`src/rtl/trg_cond_pkg.sv`:
```
package trg_cond_pkg;
  localparam logic [7:0] ADR_INEN  = 8'h04;
  localparam logic [7:0] ADR_STAT  = 8'h08;
  localparam logic [7:0] ADR_CATCH = 8'h0C;
  localparam logic [7:0] ADR_OEN   = 8'h10;
  localparam logic [7:0] ADR_CNT   = 8'h14;
  localparam logic [7:0] ADR_DLY   = 8'h18;

  localparam int unsigned TAP_RAW_LSB = 0;
  localparam int unsigned TAP_EN_LSB  = 8;
  localparam int unsigned TAP_ALL_BIT = 16;
  localparam int unsigned TAP_BE_BIT  = 17;
  localparam int unsigned DSEL_LSB    = 16;
endpackage

```
`src/rtl/trg_sync_2ff.sv`:
```
module trg_sync_2ff #(
  parameter int unsigned W = 3
) (
  input  logic         clk_i,
  input  logic         rst_ni,
  input  logic [W-1:0] d_i,
  output logic [W-1:0] q_o
);
  for (genvar g = 0; g < W; g++) begin : g_bit
    logic meta_q, sync_q;
    always_ff @(posedge clk_i or negedge rst_ni) begin
      if (!rst_ni) begin
        meta_q <= 1'b0;
        sync_q <= 1'b0;
      end else begin
        meta_q <= d_i[g];
        sync_q <= meta_q;
      end
    end
    assign q_o[g] = sync_q;
  end
endmodule

```
`src/rtl/trg_pulse_stretch.sv`:
```
module trg_pulse_stretch #(
  parameter int unsigned LEN = 4
) (
  input  logic clk_i,
  input  logic rst_ni,
  input  logic trig_i,
  output logic pulse_o
);
  localparam int unsigned CW = $clog2(LEN + 1);

  logic          trig_q;
  logic [CW-1:0] cnt_q, cnt_d;
  logic          rise;

  assign rise = trig_i & ~trig_q;

  always_comb begin
    cnt_d = cnt_q;
    if (rise)             cnt_d = CW'(LEN);
    else if (cnt_q != '0) cnt_d = cnt_q - CW'(1);
  end

  always_ff @(posedge clk_i or negedge rst_ni) begin
    if (!rst_ni) begin
      trig_q <= 1'b0;
      cnt_q  <= '0;
    end else begin
      trig_q <= trig_i;
      cnt_q  <= cnt_d;
    end
  end

  assign pulse_o = (cnt_q != '0);

  AST_STRETCH_START: assert property (@(posedge clk_i) disable iff (!rst_ni)
    (trig_i && !trig_q) |=> pulse_o);
  AST_STRETCH_CAUSE: assert property (@(posedge clk_i) disable iff (!rst_ni)
    $rose(pulse_o) |-> $past(trig_i));
endmodule

```
`src/rtl/trg_pulse_delay.sv`:
```
module trg_pulse_delay #(
  parameter int unsigned DLY_W = 16,
  parameter int unsigned LEN   = 4
) (
  input  logic             clk_i,
  input  logic             rst_ni,
  input  logic             trig_i,
  input  logic [DLY_W-1:0] dly_i,
  output logic             pulse_o
);
  localparam int unsigned PW = $clog2(LEN);

  logic             trig_q;
  logic [DLY_W-1:0] wait_q, wait_d;
  logic [PW-1:0]    tail_q, tail_d;
  logic             idle, fire, bypass;

  assign idle   = (wait_q == '0) && (tail_q == '0);
  assign fire   = (wait_q == DLY_W'(1));
  assign bypass = (dly_i == '0);

  always_comb begin
    wait_d = wait_q;
    tail_d = tail_q;
    if (wait_q != '0)      wait_d = wait_q - DLY_W'(1);
    else if (idle && !bypass && trig_i && !trig_q) wait_d = dly_i;
    if (fire)              tail_d = PW'(LEN - 1);
    else if (tail_q != '0) tail_d = tail_q - PW'(1);
  end

  always_ff @(posedge clk_i or negedge rst_ni) begin
    if (!rst_ni) begin
      trig_q <= 1'b0;
      wait_q <= '0;
      tail_q <= '0;
    end else begin
      trig_q <= trig_i;
      wait_q <= wait_d;
      tail_q <= tail_d;
    end
  end

  assign pulse_o = bypass ? trig_i : (fire || (tail_q != '0));

  AST_DLY_NOT_EARLY: assert property (@(posedge clk_i) disable iff (!rst_ni)
    (trig_i && !trig_q && idle && dly_i != '0) |-> !pulse_o);
endmodule

```
`src/rtl/trg_cond_top.sv`:
```
module trg_cond_top #(
  parameter int unsigned N_TRIG  = 3,
  parameter int unsigned STRETCH = 4,
  parameter int unsigned DLY_W   = 16,
  parameter int unsigned CNT_W   = 32
) (
  input  logic              clk_i,
  input  logic              rst_ni,
  input  logic [N_TRIG-1:0] trig_in_i,
  input  logic              bus_we_i,
  input  logic [7:0]        bus_addr_i,
  input  logic [31:0]       bus_wdata_i,
  output logic [31:0]       bus_rdata_o,
  output logic [N_TRIG-1:0] trig_out_o,
  output logic              trig_be_o
);
  import trg_cond_pkg::*;

  localparam int unsigned SEL_W = N_TRIG + 1;
  localparam logic [31:0] LANES = 32'((64'd1 << N_TRIG) - 64'd1);
  localparam logic [31:0] TAP_MASK = (LANES << TAP_RAW_LSB) | (LANES << TAP_EN_LSB)
                                   | (32'd1 << TAP_ALL_BIT) | (32'd1 << TAP_BE_BIT);

  // reset release synchronizer
  logic [1:0] rst_sh_q;
  logic       rst_n;
  always_ff @(posedge clk_i or negedge rst_ni) begin
    if (!rst_ni) rst_sh_q <= 2'b00;
    else         rst_sh_q <= {rst_sh_q[0], 1'b1};
  end
  assign rst_n = rst_sh_q[1];

  // register file state
  logic [N_TRIG-1:0] inen_q, inen_d, oen_q, oen_d;
  logic [DLY_W-1:0]  dval_q, dval_d;
  logic [SEL_W-1:0]  dsel_q, dsel_d;
  logic [31:0]       catch_q, catch_d, tap_q, tap_w;
  logic [CNT_W-1:0]  cnt_q, cnt_d;

  logic wr_inen, wr_oen, wr_catch, wr_cnt, wr_dly;
  assign wr_inen  = bus_we_i && (bus_addr_i == ADR_INEN);
  assign wr_oen   = bus_we_i && (bus_addr_i == ADR_OEN);
  assign wr_catch = bus_we_i && (bus_addr_i == ADR_CATCH);
  assign wr_cnt   = bus_we_i && (bus_addr_i == ADR_CNT);
  assign wr_dly   = bus_we_i && (bus_addr_i == ADR_DLY);

  // trigger chain
  logic [N_TRIG-1:0] raw, gated;
  logic              combined, stretched, delayed;

  trg_sync_2ff #(.W(N_TRIG)) u_sync (
    .clk_i (clk_i), .rst_ni(rst_n), .d_i(trig_in_i), .q_o(raw)
  );

  assign gated    = raw & inen_q;
  assign combined = |gated;

  trg_pulse_stretch #(.LEN(STRETCH)) u_stretch (
    .clk_i(clk_i), .rst_ni(rst_n), .trig_i(combined), .pulse_o(stretched)
  );

  trg_pulse_delay #(.DLY_W(DLY_W), .LEN(STRETCH)) u_delay (
    .clk_i(clk_i), .rst_ni(rst_n), .trig_i(stretched), .dly_i(dval_q), .pulse_o(delayed)
  );

  for (genvar g = 0; g < N_TRIG; g++) begin : g_out
    assign trig_out_o[g] = oen_q[g] & (dsel_q[g] ? delayed : stretched);
  end
  assign trig_be_o = dsel_q[N_TRIG] ? delayed : stretched;

  // observation taps
  always_comb begin
    tap_w = '0;
    tap_w[TAP_RAW_LSB +: N_TRIG] = raw;
    tap_w[TAP_EN_LSB  +: N_TRIG] = gated;
    tap_w[TAP_ALL_BIT]           = combined;
    tap_w[TAP_BE_BIT]            = trig_be_o;
  end

  // next state
  always_comb begin
    inen_d  = wr_inen ? bus_wdata_i[N_TRIG-1:0] : inen_q;
    oen_d   = wr_oen  ? bus_wdata_i[N_TRIG-1:0] : oen_q;
    dval_d  = wr_dly  ? bus_wdata_i[DLY_W-1:0] : dval_q;
    dsel_d  = wr_dly  ? bus_wdata_i[DSEL_LSB +: SEL_W] : dsel_q;
    catch_d = ((catch_q & (wr_catch ? bus_wdata_i : 32'hFFFF_FFFF))
               | (tap_w & ~tap_q)) & TAP_MASK;
    cnt_d   = wr_cnt ? '0 : cnt_q + CNT_W'(trig_be_o & ~tap_q[TAP_BE_BIT]);
  end

  always_ff @(posedge clk_i or negedge rst_n) begin
    if (!rst_n) begin
      inen_q  <= '0;
      oen_q   <= '0;
      dval_q  <= '0;
      dsel_q  <= '0;
      catch_q <= '0;
      tap_q   <= '0;
      cnt_q   <= '0;
    end else begin
      inen_q  <= inen_d;
      oen_q   <= oen_d;
      dval_q  <= dval_d;
      dsel_q  <= dsel_d;
      catch_q <= catch_d;
      tap_q   <= tap_w & TAP_MASK;
      cnt_q   <= cnt_d;
    end
  end

  // read mux
  always_comb begin
    bus_rdata_o = '0;
    case (bus_addr_i)
      ADR_INEN:  bus_rdata_o[N_TRIG-1:0] = inen_q;
      ADR_STAT:  bus_rdata_o = tap_w;
      ADR_CATCH: bus_rdata_o = catch_q;
      ADR_OEN:   bus_rdata_o[N_TRIG-1:0] = oen_q;
      ADR_CNT:   bus_rdata_o[CNT_W-1:0] = cnt_q;
      ADR_DLY: begin
        bus_rdata_o[DLY_W-1:0]         = dval_q;
        bus_rdata_o[DSEL_LSB +: SEL_W] = dsel_q;
      end
      default:   bus_rdata_o = '0;
    endcase
  end

  AST_CATCH_STICKY: assert property (@(posedge clk_i) disable iff (!rst_n)
    !wr_catch |=> ((catch_q & $past(catch_q)) == $past(catch_q)));
  AST_CNT_SINGLE_STEP: assert property (@(posedge clk_i) disable iff (!rst_n)
    !wr_cnt |=> (cnt_q == $past(cnt_q) || cnt_q == $past(cnt_q) + CNT_W'(1)));
  AST_BE_UNGATED: assert property (@(posedge clk_i) disable iff (!rst_n)
    ($rose(stretched) && !dsel_q[N_TRIG]) |-> trig_be_o);
endmodule

```
`config.mk`:
```
export PLATFORM = sky130hd
export DESIGN_NAME = trg_cond_top
export DESIGN_NICKNAME = d
export VERILOG_FILES = /design/src/rtl/trg_cond_pkg.sv /design/src/rtl/trg_sync_2ff.sv /design/src/rtl/trg_pulse_stretch.sv /design/src/rtl/trg_pulse_delay.sv /design/src/rtl/trg_cond_top.sv
export SDC_FILE = /design/constraint.sdc
export NUM_CORES = 1
export LEC_CHECK = 0
export BUFFER_PORTS_ARGS = -buffer_cell sky130_fd_sc_hd__buf_2
export CORE_AREA = 10 10 112 114
export DETAILED_ROUTE_END_ITERATION = 16
export DIE_AREA = 0 0 122 124
export GPL_TIMING_DRIVEN = 0
export PLACE_DENSITY = 0.78
export SLEW_MARGIN = 10
export SYNTH_ARGS = -nofsm -noshare
export SYNTH_HDL_FRONTEND = slang
export SYNTH_SLANG_ARGS = --single-unit
```
`constraint.sdc`:
```
create_clock -name clk_i -period 4.6 [get_ports clk_i]
set_input_delay 0.23 -clock clk_i [delete_from_list [all_inputs] [get_ports clk_i]]
set_output_delay 0.23 -clock clk_i [all_outputs]
set_load 0.02 [all_outputs]
```
; After elaboration in Yosys (flattened, before gate mapping)
; Cells that the tools add are included.
[word_totals]
reg_bits = 105
in_bits = 46
wordCells = 80
[classes]
add_sub_neg = 4
eq_ne = 7
muxes = 16
n_bitwise = 12
reduce_logical = 22
[op_table]
columns = operator, count
row1 = case mux 17 bit (4 select lines), 1
row2 = AND 18 bit, 2
row3 = adder 32 bit, 1
row4 = AND 1 x 32 -> 32 bit, 1
row5 = logical NOT 16 bit, 2
row6 = two-way mux 16 bit, 2
row7 = two-way mux 32 bit, 1
row8 = NOT 1 -> 32 bit, 1
row9 = == test 8 x 5 -> 1 bit (second input constant), 3
row10 = two-way mux 18 bit, 1
row11 = NOT 18 bit, 1
row12 = bitwise OR 18 bit, 1
row13 = case mux 3 bit (6 select lines), 1
row14 = == test 16 x 1 -> 1 bit (second input constant), 1
row15 = == test 8 x 4 -> 1 bit (second input constant), 2
row16 = nonzero test 16 bit, 1
row17 = subtractor 16 x 1 -> 16 bit (second input constant), 1
row18 = two-way mux 12 bit, 1
row19 = logical AND 1 bit, 9
row20 = == test 8 x 3 -> 1 bit (second input constant), 1
row21 = nonzero test 2 bit, 4
row22 = two-way mux 3 bit, 2
row23 = two-way mux 1 bit, 5
row24 = AND 1 bit, 4
row25 = other kinds (10), 12

; Depth between registers and ports, before layout
; Gate-level depths: netlist of run 1.
[depth]
ltp_word = 7
depth_mapped = 13
mapped_depth_nobuf = 11

; Hierarchy
; From an unflattened synthesis of run 1, not the netlist that was laid out.
[hier_totals]
cells_unflattened = 526
area_unflattened_um2 = 5452.7
[by_module_without_submodules]
columns = module, instances, cells_per_inst, area_each_um2, seq_area_each_um2
row1 = trg_cond_top, 1, 376, 3932.5, 1901.8
row2 = trg_pulse_delay, 1, 124, 1149.9, 475.5
row3 = trg_pulse_stretch, 1, 17, 197.7, 100.1
row4 = trg_sync_2ff, 1, 9, 172.7, 150.1

; Worst setup path before layout of run 1
; OpenSTA, ideal clock, no wires.
[synth_timing]
path_type = reg2reg
start = register dval_q[11]
end = register cnt_q[30]
setup_ns = 0.078
t_arrival_ns = 3.316
required_ns = 4.522
slack_ns = 1.205
stages_incl_launch_ff = 12
period_less_slack_ns = 3.395
path_cell_list = dfrtp_1 > or4_1 > o41ai_1 > mux2_2 > nor2_1 > ha_1 > and2_1 > clkbuf_1 > nand4_1 > clkbuf_1 > or4_1 > a21oi_1
[synth_via]
elab_chain_cells = 6
[synth_rtl]
columns = item, line
row1 = from (decl), trg_cond_top.sv:35  ; logic [DLY_W-1:0] dval_q, dval_d;
row2 = from (signal assigned), trg_cond_top.sv:103  ; dval_q <= dval_d;
row3 = logical NOT 16 bit, trg_pulse_delay.sv:20  ; assign bypass = (dly_i == '0);
row4 = two-way mux 1 bit, trg_pulse_delay.sv:43  ; assign pulse_o = bypass ? trig_i : (fire || (tail_q != '0));
row5 = two-way mux 1 bit, trg_cond_top.sv:69  ; assign trig_be_o = dsel_q[N_TRIG] ? delayed : stretched;
row6 = AND 1 x 32 -> 32 bit, trg_cond_top.sv:88  ; cnt_d = wr_cnt ? '0 : cnt_q + CNT_W'(trig_be_o & ~tap_q[TAP_BE_BIT]);
row7 = adder 32 bit, trg_cond_top.sv:88
row8 = two-way mux 32 bit, trg_cond_top.sv:88
row9 = net cnt_d[30], trg_cond_top.sv:38  ; logic [CNT_W-1:0] cnt_q, cnt_d;
row10 = to (signal assigned), trg_cond_top.sv:107  ; cnt_q <= cnt_d;
row11 = to (decl), trg_cond_top.sv:38
; The timed path passes the listed nets, and every way through them passes these cells.
; A chain may end at the register's enable or synchronous reset.

; Final worst setup path of run 1
[layout_timing]
start = register u_delay.wait_q[4]
end = register cnt_q[30]
[layout_via]
elab_chain_cells = 7
[layout_rtl]
columns = item, line
row1 = from (decl), trg_pulse_delay.sv:14  ; logic [DLY_W-1:0] wait_q, wait_d;
row2 = from (signal assigned), trg_pulse_delay.sv:38  ; wait_q <= wait_d;
row3 = == test 16 x 1 -> 1 bit, trg_pulse_delay.sv:19  ; assign fire = (wait_q == DLY_W'(1));
row4 = logical OR 1 bit, trg_pulse_delay.sv:43
row5 = two-way mux 1 bit, trg_pulse_delay.sv:43
row6 = two-way mux 1 bit, trg_cond_top.sv:69
row7 = AND 1 x 32 -> 32 bit, trg_cond_top.sv:88
row8 = adder 32 bit, trg_cond_top.sv:88
row9 = two-way mux 32 bit, trg_cond_top.sv:88
row10 = net cnt_d[30], trg_cond_top.sv:38
; The timed path passes the listed nets, and every way through them passes these cells.

==> results of run 1 <==
area by class of cell:
class	count	area [um2]
Buffer	26	105
Clock buffer	10	128
Clock inverter	6	62.6
Fill cell	862	4020
Inverter	23	86.3
Multi-Input combinational cell	383	2640
Sequential cell	104	2610
Tap cell	136	170
Timing Repair Buffer	73	408
sequential cells by signal, summed over array words and instances (netlist names), 3 cells and up:
register and count:
tap_q 8, u_delay.wait_q 16, u_sync.g_bit.sync_q 3, oen_q 3, dval_q 16, dsel_q 4, u_sync.g_bit.meta_q 3, catch_q 8
inen_q 3, u_stretch.cnt_q 3, cnt_q 32
Yosys cell counts (15+ instances only):
cell,number,share of area [%]
clkbuf_1,24,1.7
dfrtp_1,104,48
inv_1,23,1.6
mux2_2,24,5.0
mux2i_1,16,2.9
nand2_1,42,2.9
nand3_1,19,1.7
nand4_1,20,2.3
nor2_1,27,1.9
o21ai_0,21,1.9
o22ai_1,15,1.7
or4_1,15,2.1
layer usage:
layer	GRT usage, %	up-vias	wire [um]
met5	0	-	0
li1	-	2162	-
met3	6.20	23	1220
met2	32.2	196	7080
met4	6.33	0	268
met1	24.9	2310	6170
worst paths after layout:
check,depth (start not counted),to,slack (ps),startpoint
worst max-delay path,12,cnt_q[30]$_DFF_PN0_,480,u_delay.wait_q[4]$_DFFE_PN0P_
max in group asynchronous,1,u_delay.wait_q[11]$_DFFE_PN0P_,3540,rst_sh_q[1]$_DFF_PN0_
worst min register to register,0,dval_q[2]$_DFFE_PN0P_,360,rst_sh_q[1]$_DFF_PN0_
min in group asynchronous,2,rst_sh_q[0]$_DFF_PN0_,130,rst_ni
worst min-delay path,2,dsel_q[2]$_DFFE_PN0P_,60,bus_wdata_i[18]
worst max register to register,12,cnt_q[30]$_DFF_PN0_,480,u_delay.wait_q[4]$_DFFE_PN0P_
worst max-delay path, stage by stage (launching register included):
cell	delay, ps
dfrtp_1	370
clkbuf_1	170
nor4_2	690
a41oi_1	380
mux2_2	430
nor2_1	170
ha_1	240
and2_1	140
clkbuf_1	320
nand4_1	190
clkbuf_1	270
or4_1	540
a21oi_1	160
stage by stage:
stage	area, um2	instances	power (W)	hold WS [ps]
3_3_place_gp	5950	740	0.00171	14.7
5_1_grt	6210	761	0.00245	35.7
4_1_cts	6210	761	0.00232	44.5
6_report	6210	761	0.00232	55.0
3_5_place_dp	5980	741	0.00175	26.1
2_1_floorplan	5440	536	0.00157	-65.6
power groups by stage:
stage / combinational, W / clock, W / sequential [W]
floorplan: 0.000380 / 0 / 0.00119
global placement: 0.000470 / 0 / 0.00124
detailed placement: 0.000510 / 0 / 0.00124
CTS: 0.000515 / 0.000577 / 0.00122
global route: 0.000582 / 0.000611 / 0.00125
finish: 0.000521 / 0.000566 / 0.00123
cells by family (layout without fill, tap and decap cells):
family,after synthesis,count (layout),share of synthesized area (%)
compound gates,98,98,12.2
xor+xnor,25,25,4.03
fa+ha+maj,8,8,1.84
buf+inv,49,138,3.52
flops,104,104,47.9
mux,43,43,8.75
other cells,1,1,0.0690
simple gates,208,208,21.7
timing repair:
action                                 CTS  global route
endpoints found under the hold margin    5             0
hold buffers                             4             0
resized for setup                        0             0
==> out/summary.txt, run 1 <==
Worst-case clock buffer depth - 2
Yosys warnings - 0
Synthesized area per cell - 10.1 um2
Sw Ratio - 36.6%
Buffers on Ports - 68
Sequential power share - 53.1%
Max_cap viols - 0
Max Fanout on Critical Path - 10
Synth Cell Area - 5440 um2
Final setup viols - 0
Worst skew pair latency - 400 ps
GRT overflow - 0
Main flop type after synthesis - dfrtp_1
Die ar. - 15100 um2
Worst-path clk slew - 110 ps
Gr usage total - 19.9%
Status - finished clean
RSZ-0062 raised after global routing - false
Slew HR - 36.9%
Clock power share - 24.5%
Setup slack at placement - 569 ps
Most common cell after layout, fill and taps aside - dfrtp_1
H-tree Lvls - 3
I/O pin cnt - 82
Layout area overhead - 14.2%
Largest net degree at the start of global routing - 56
Clock skew - 19.1 ps
Antenna viol nets, final - 0
Share of the core filled with cells - 60.7%
Synthesized Nets - 590
Initial DRT Pass Iterations - 5
Post-Syn Instances - 536
Clock sinks - 104
Initial core utilization - 53.1%
Psw - 0.000847 W
Pwr Density - 373 nW/um2
CP startpoint kind - flop
Setup TNS - 0 ps
Post-CTS Setup Bufs - 0
Most frequent cells in the layout - dfrtp_1, buf_2, nand2_1
Tmin final - 4120 ps
Post-layout nets - 674
Die Ht - 124 um
Final Max Slew Viols - 0
Clock tree from TritonCTS - yes
#FFs+latches synth - 104
CP required - 4930 ps
Routability Congestion - 0.952
Final WS setup - 483 ps
Fmax - 243 MHz
Fraction of layout cells with a size suffix above 1 - 19.4%
Wire per inst - 19.4 um
Slew @ Worst Pin - 938 ps
Horiz. Die Dim - 122 um
Max VDD drop - 0.000345 V
Via density - 6.16
Vias in the first global route - 4653
Worst path arrival time - 4450 ps
Internal - 0.00147 W
Total CTS buffers - 9
Synth cell types - 54
Antenna violations before repair - 0
Post-synth EDFFs - 0
Final WL - 14.7 mm
First-pass GRT wire length - 23.8 mm
Crit Path Category - flop to flop
DRC viols - 0
Sequential area share after synthesis - 47.9%
Crit end category - flop
Hold crit path type - primary input to flop
Static leakage - 2.67 nW
Post-route clock period utilization - 89.5%
# rows - 37
Final hold viol count - 0
Dpl hpwl - 10.9 mm
Comb pwr share - 22.5%
Root Driver - clkbuf_8
Starting DRC count in detailed routing - 503
Diode count - 0
Detailed-route via count - 4691
Core region area - 10200 um2
Async SR Flop Fraction - 100%
Note: power is estimated with default switching activity, not from simulation.
==> inputs of run 2 (changes only) <==
Settings changed: CORE_AREA 10 10 112 114 to 10 10 113 115, CTS_BUF_LIST set to sky130_fd_sc_hd__clkbuf_2 sky130_fd_sc_hd__clkbuf_4 sky130_fd_sc_hd__clkbuf_8, DIE_AREA 0 0 122 124 to 0 0 123 125, PLACE_DENSITY 0.78 to 0.79.
Clock period 4.6 ns to 3.6 ns, I/O delays scaled along.
==> out/summary.txt, run 2 (synthesized netlist as in run 1, its figures left out) <==
R2r startpoint - dval_q[10]$_DFFE_PN0P_ (was u_delay.wait_q[4]$_DFFE_PN0P_)
Max Fanout on Critical Path - 10 (unchanged)
Layout area overhead - 16.6% (was 14.2%)
CP peak stage delay - 580 ps (was 690 ps)
Gr usage total - 19.7% (was 19.9%)
Total CTS buffers - 9 (unchanged)
Largest register by flop count - cnt_q (unchanged)
Static leakage - 2.73 nW (was 2.67 nW)
CP startpoint kind - flop (unchanged)
I/O pin cnt - 82 (unchanged)
GRT overflow - 0 (unchanged)
Wire per inst - 19.4 um (about the same)
Crit end category - flop (unchanged)
CP startpoint - dval_q[10]$_DFFE_PN0P_ (was u_delay.wait_q[4]$_DFFE_PN0P_)
Worst Hold Launch - bus_wdata_i[14] (was bus_wdata_i[18])
Fraction of layout cells with a size suffix above 1 - 22.0% (was 19.4%)
Most frequent cells in the layout - dfrtp_1, buf_2, nand2_1 (unchanged)
Status - finished clean (unchanged)
Clock skew - 14.4 ps (was 19.1 ps)
Post-route clock period utilization - 96.2% (was 89.5%)
Vias in the first global route - 4657 (was 4653)
Setup slack at placement - -450 ps (was 569 ps)
H-tree Lvls - 3 (unchanged)
Die Ht - 125 um (was 124 um)
Final Power - 0.00304 W (was 0.00232 W)
Die ar. - 15400 um2 (was 15100 um2)
Buffers on Ports - 68 (unchanged)
FILL cells - 929 (was 862)
Final WL - 14.9 mm (was 14.7 mm)
Tmin final - 3460 ps (was 4120 ps)
Slew HR - 33.2% (was 36.9%)
Final Max Slew Viols - 0 (unchanged)
Final hold viol count - 0 (unchanged)
Detailed-route via count - 4704 (was 4691)
Worst-path clk slew - 90 ps (was 110 ps)
RSZ-0062 raised after global routing - false (unchanged)
Final setup viols - 0 (unchanged)
Starting DRC count in detailed routing - 442 (was 503)
Worst-path cell chain - or4_4 -> o41ai_4 -> mux2_4 -> nor2_2 -> ha_2 -> and2_4 -> nand4_1 -> clkbuf_4 -> or4_1 -> a21oi_1 (was clkbuf_1 -> nor4_2 -> a41oi_1 -> mux2_2 -> nor2_1 -> ha_1 -> and2_1 -> clkbuf_1 -> nand4_1 -> clkbuf_1 -> or4_1 -> a21oi_1)
Post-layout nets - 677 (was 674)
Antenna violations before repair - 0 (unchanged)
Hold crit path type - primary input to flop (unchanged)
Root Driver - clkbuf_8 (unchanged)
Via density - 6.13 (was 6.16)
Fmax - 289 MHz (was 243 MHz)
Critical Path Slowest Stage Cell - or4_4 (was nor4_2)
Initial DRT Pass Iterations - 5 (unchanged)
Slew @ Worst Pin - 1000 ps (was 938 ps)
Dpl hpwl - 10.9 mm (about the same)
Clock tree from TritonCTS - yes (unchanged)
# rows - 38 (was 37)
CP required - 3900 ps (was 4930 ps)
Max VDD drop - 0.000308 V (was 0.000345 V)
Pwr Density - 480 nW/um2 (was 373 nW/um2)
Max reg flops - 32 (unchanged)
Most common cell after layout, fill and taps aside - dfrtp_1 (unchanged)
Worst skew pair latency - 390 ps (was 400 ps)
Horiz. Die Dim - 123 um (was 122 um)
Routability Congestion - 0.925 (was 0.952)
Crit Path Category - flop to flop (unchanged)
Clock sinks - 104 (unchanged)
Largest net degree at the start of global routing - 54 (was 56)
Core region area - 10600 um2 (was 10200 um2)
Diode count - 0 (unchanged)
DRC viols - 0 (unchanged)
Setup TNS - 0 ps (unchanged)
Worst path arrival time - 3760 ps (was 4450 ps)
First-pass GRT wire length - 24.1 mm (was 23.8 mm)
Top Registers - cnt_q (32), dval_q (16), u_delay.wait_q (16) (unchanged)
Antenna viol nets, final - 0 (unchanged)
Worst-case clock buffer depth - 2 (unchanged)
Final WS setup - 136 ps (was 483 ps)
Initial core utilization - 51.3% (was 53.1%)
Max_cap viols - 0 (unchanged)
run 2: changes by cell type in the layout (fill, tap and decap cells not counted), moves of 2 or more:
cell | previous run | this run
nor4_2 | 2 | 0
clkbuf_1 | 25 | 22
nor4_4 | 0 | 2
dfrtp_2 | 0 | 2
inv_6 | 2 | 0
or4_1 | 15 | 12
clkbuf_4 | 0 | 2
buf_4 | 0 | 4
dfrtp_1 | 103 | 101
or4_4 | 2 | 5
run 2: layout make-up:
type / instances / area, um2 / area share, %
Inverter: 23 / 86.3 / 1.36
Clock inverter: 5 / 66.3 / 1.05
Sequential cell: 104 / 2610 / 41.2
Clock buffer: 11 / 145 / 2.29
Buffer: 25 / 105 / 1.66
Multi-Input combinational cell: 383 / 2710 / 42.8
Tap cell: 140 / 175 / 2.76
Timing Repair Buffer: 77 / 438 / 6.91
run 2: worst max-delay path, delay by kind of cell, from the launching register on:
kind | cells | cell delay, ps
mux | 1 | 380
compound gates | 2 | 580
buf+inv | 1 | 210
simple gates | 5 | 1540
flops | 1 | 460
fa+ha+maj | 1 | 220
run 2: repair_timing:
action                                  in CTS  in global routing
hold buffers                                 4                  0
pin swaps                                    0                  2
endpoints found under the setup margin      14                 13
endpoints found under the hold margin        5                  0
resized for setup                            6                 13
setup buffers                                0                  4
run 2: report_power, final:
part	switching [W]	leakage (nW)	internal (W)
sequential	0.000234	1.22	0.00134
combinational	0.000412	1.40	0.000276
clock	0.000419	0.105	0.000356
total	0.00106	2.73	0.00198
run 2: worst paths after layout:
check | to | slack (ps) | cells after the start
hold reg to reg | u_sync.g_bit[0].sync_q$_DFF_PN0_ | 360 | 0
hold / removal | dval_q[14]$_DFFE_PN0P_ | 30 | 2
min in group asynchronous | rst_sh_q[1]$_DFF_PN0_ | 110 | 2
setup / recovery | cnt_q[30]$_DFF_PN0_ | 140 | 10
setup reg to reg | cnt_q[30]$_DFF_PN0_ | 140 | 10
max in group asynchronous | dval_q[11]$_DFFE_PN0P_ | 2490 | 1
run 2: metal layers:
layer	vias to the layer above	wire length (um)	track usage [%]
li1	2169	-	-
met1	2327	6380	26.0
met2	175	7180	30.3
met3	33	992	5.09
met4	0	374	7.47
met5	-	0	0
run 2: metrics by stage:
step | cell area [um2] | utilization [%] | hold slack [ps] | instances
after global placement | 5950 | 56.1 | -34.7 | 744
after CTS | 6250 | 59.0 | 14.2 | 764
after floorplan | 5440 | - | -116 | 536
final | 6340 | 59.8 | 29.7 | 768
after global routing | 6340 | 59.8 | 15.0 | 768
after detailed placement | 5980 | 56.4 | -30.8 | 745
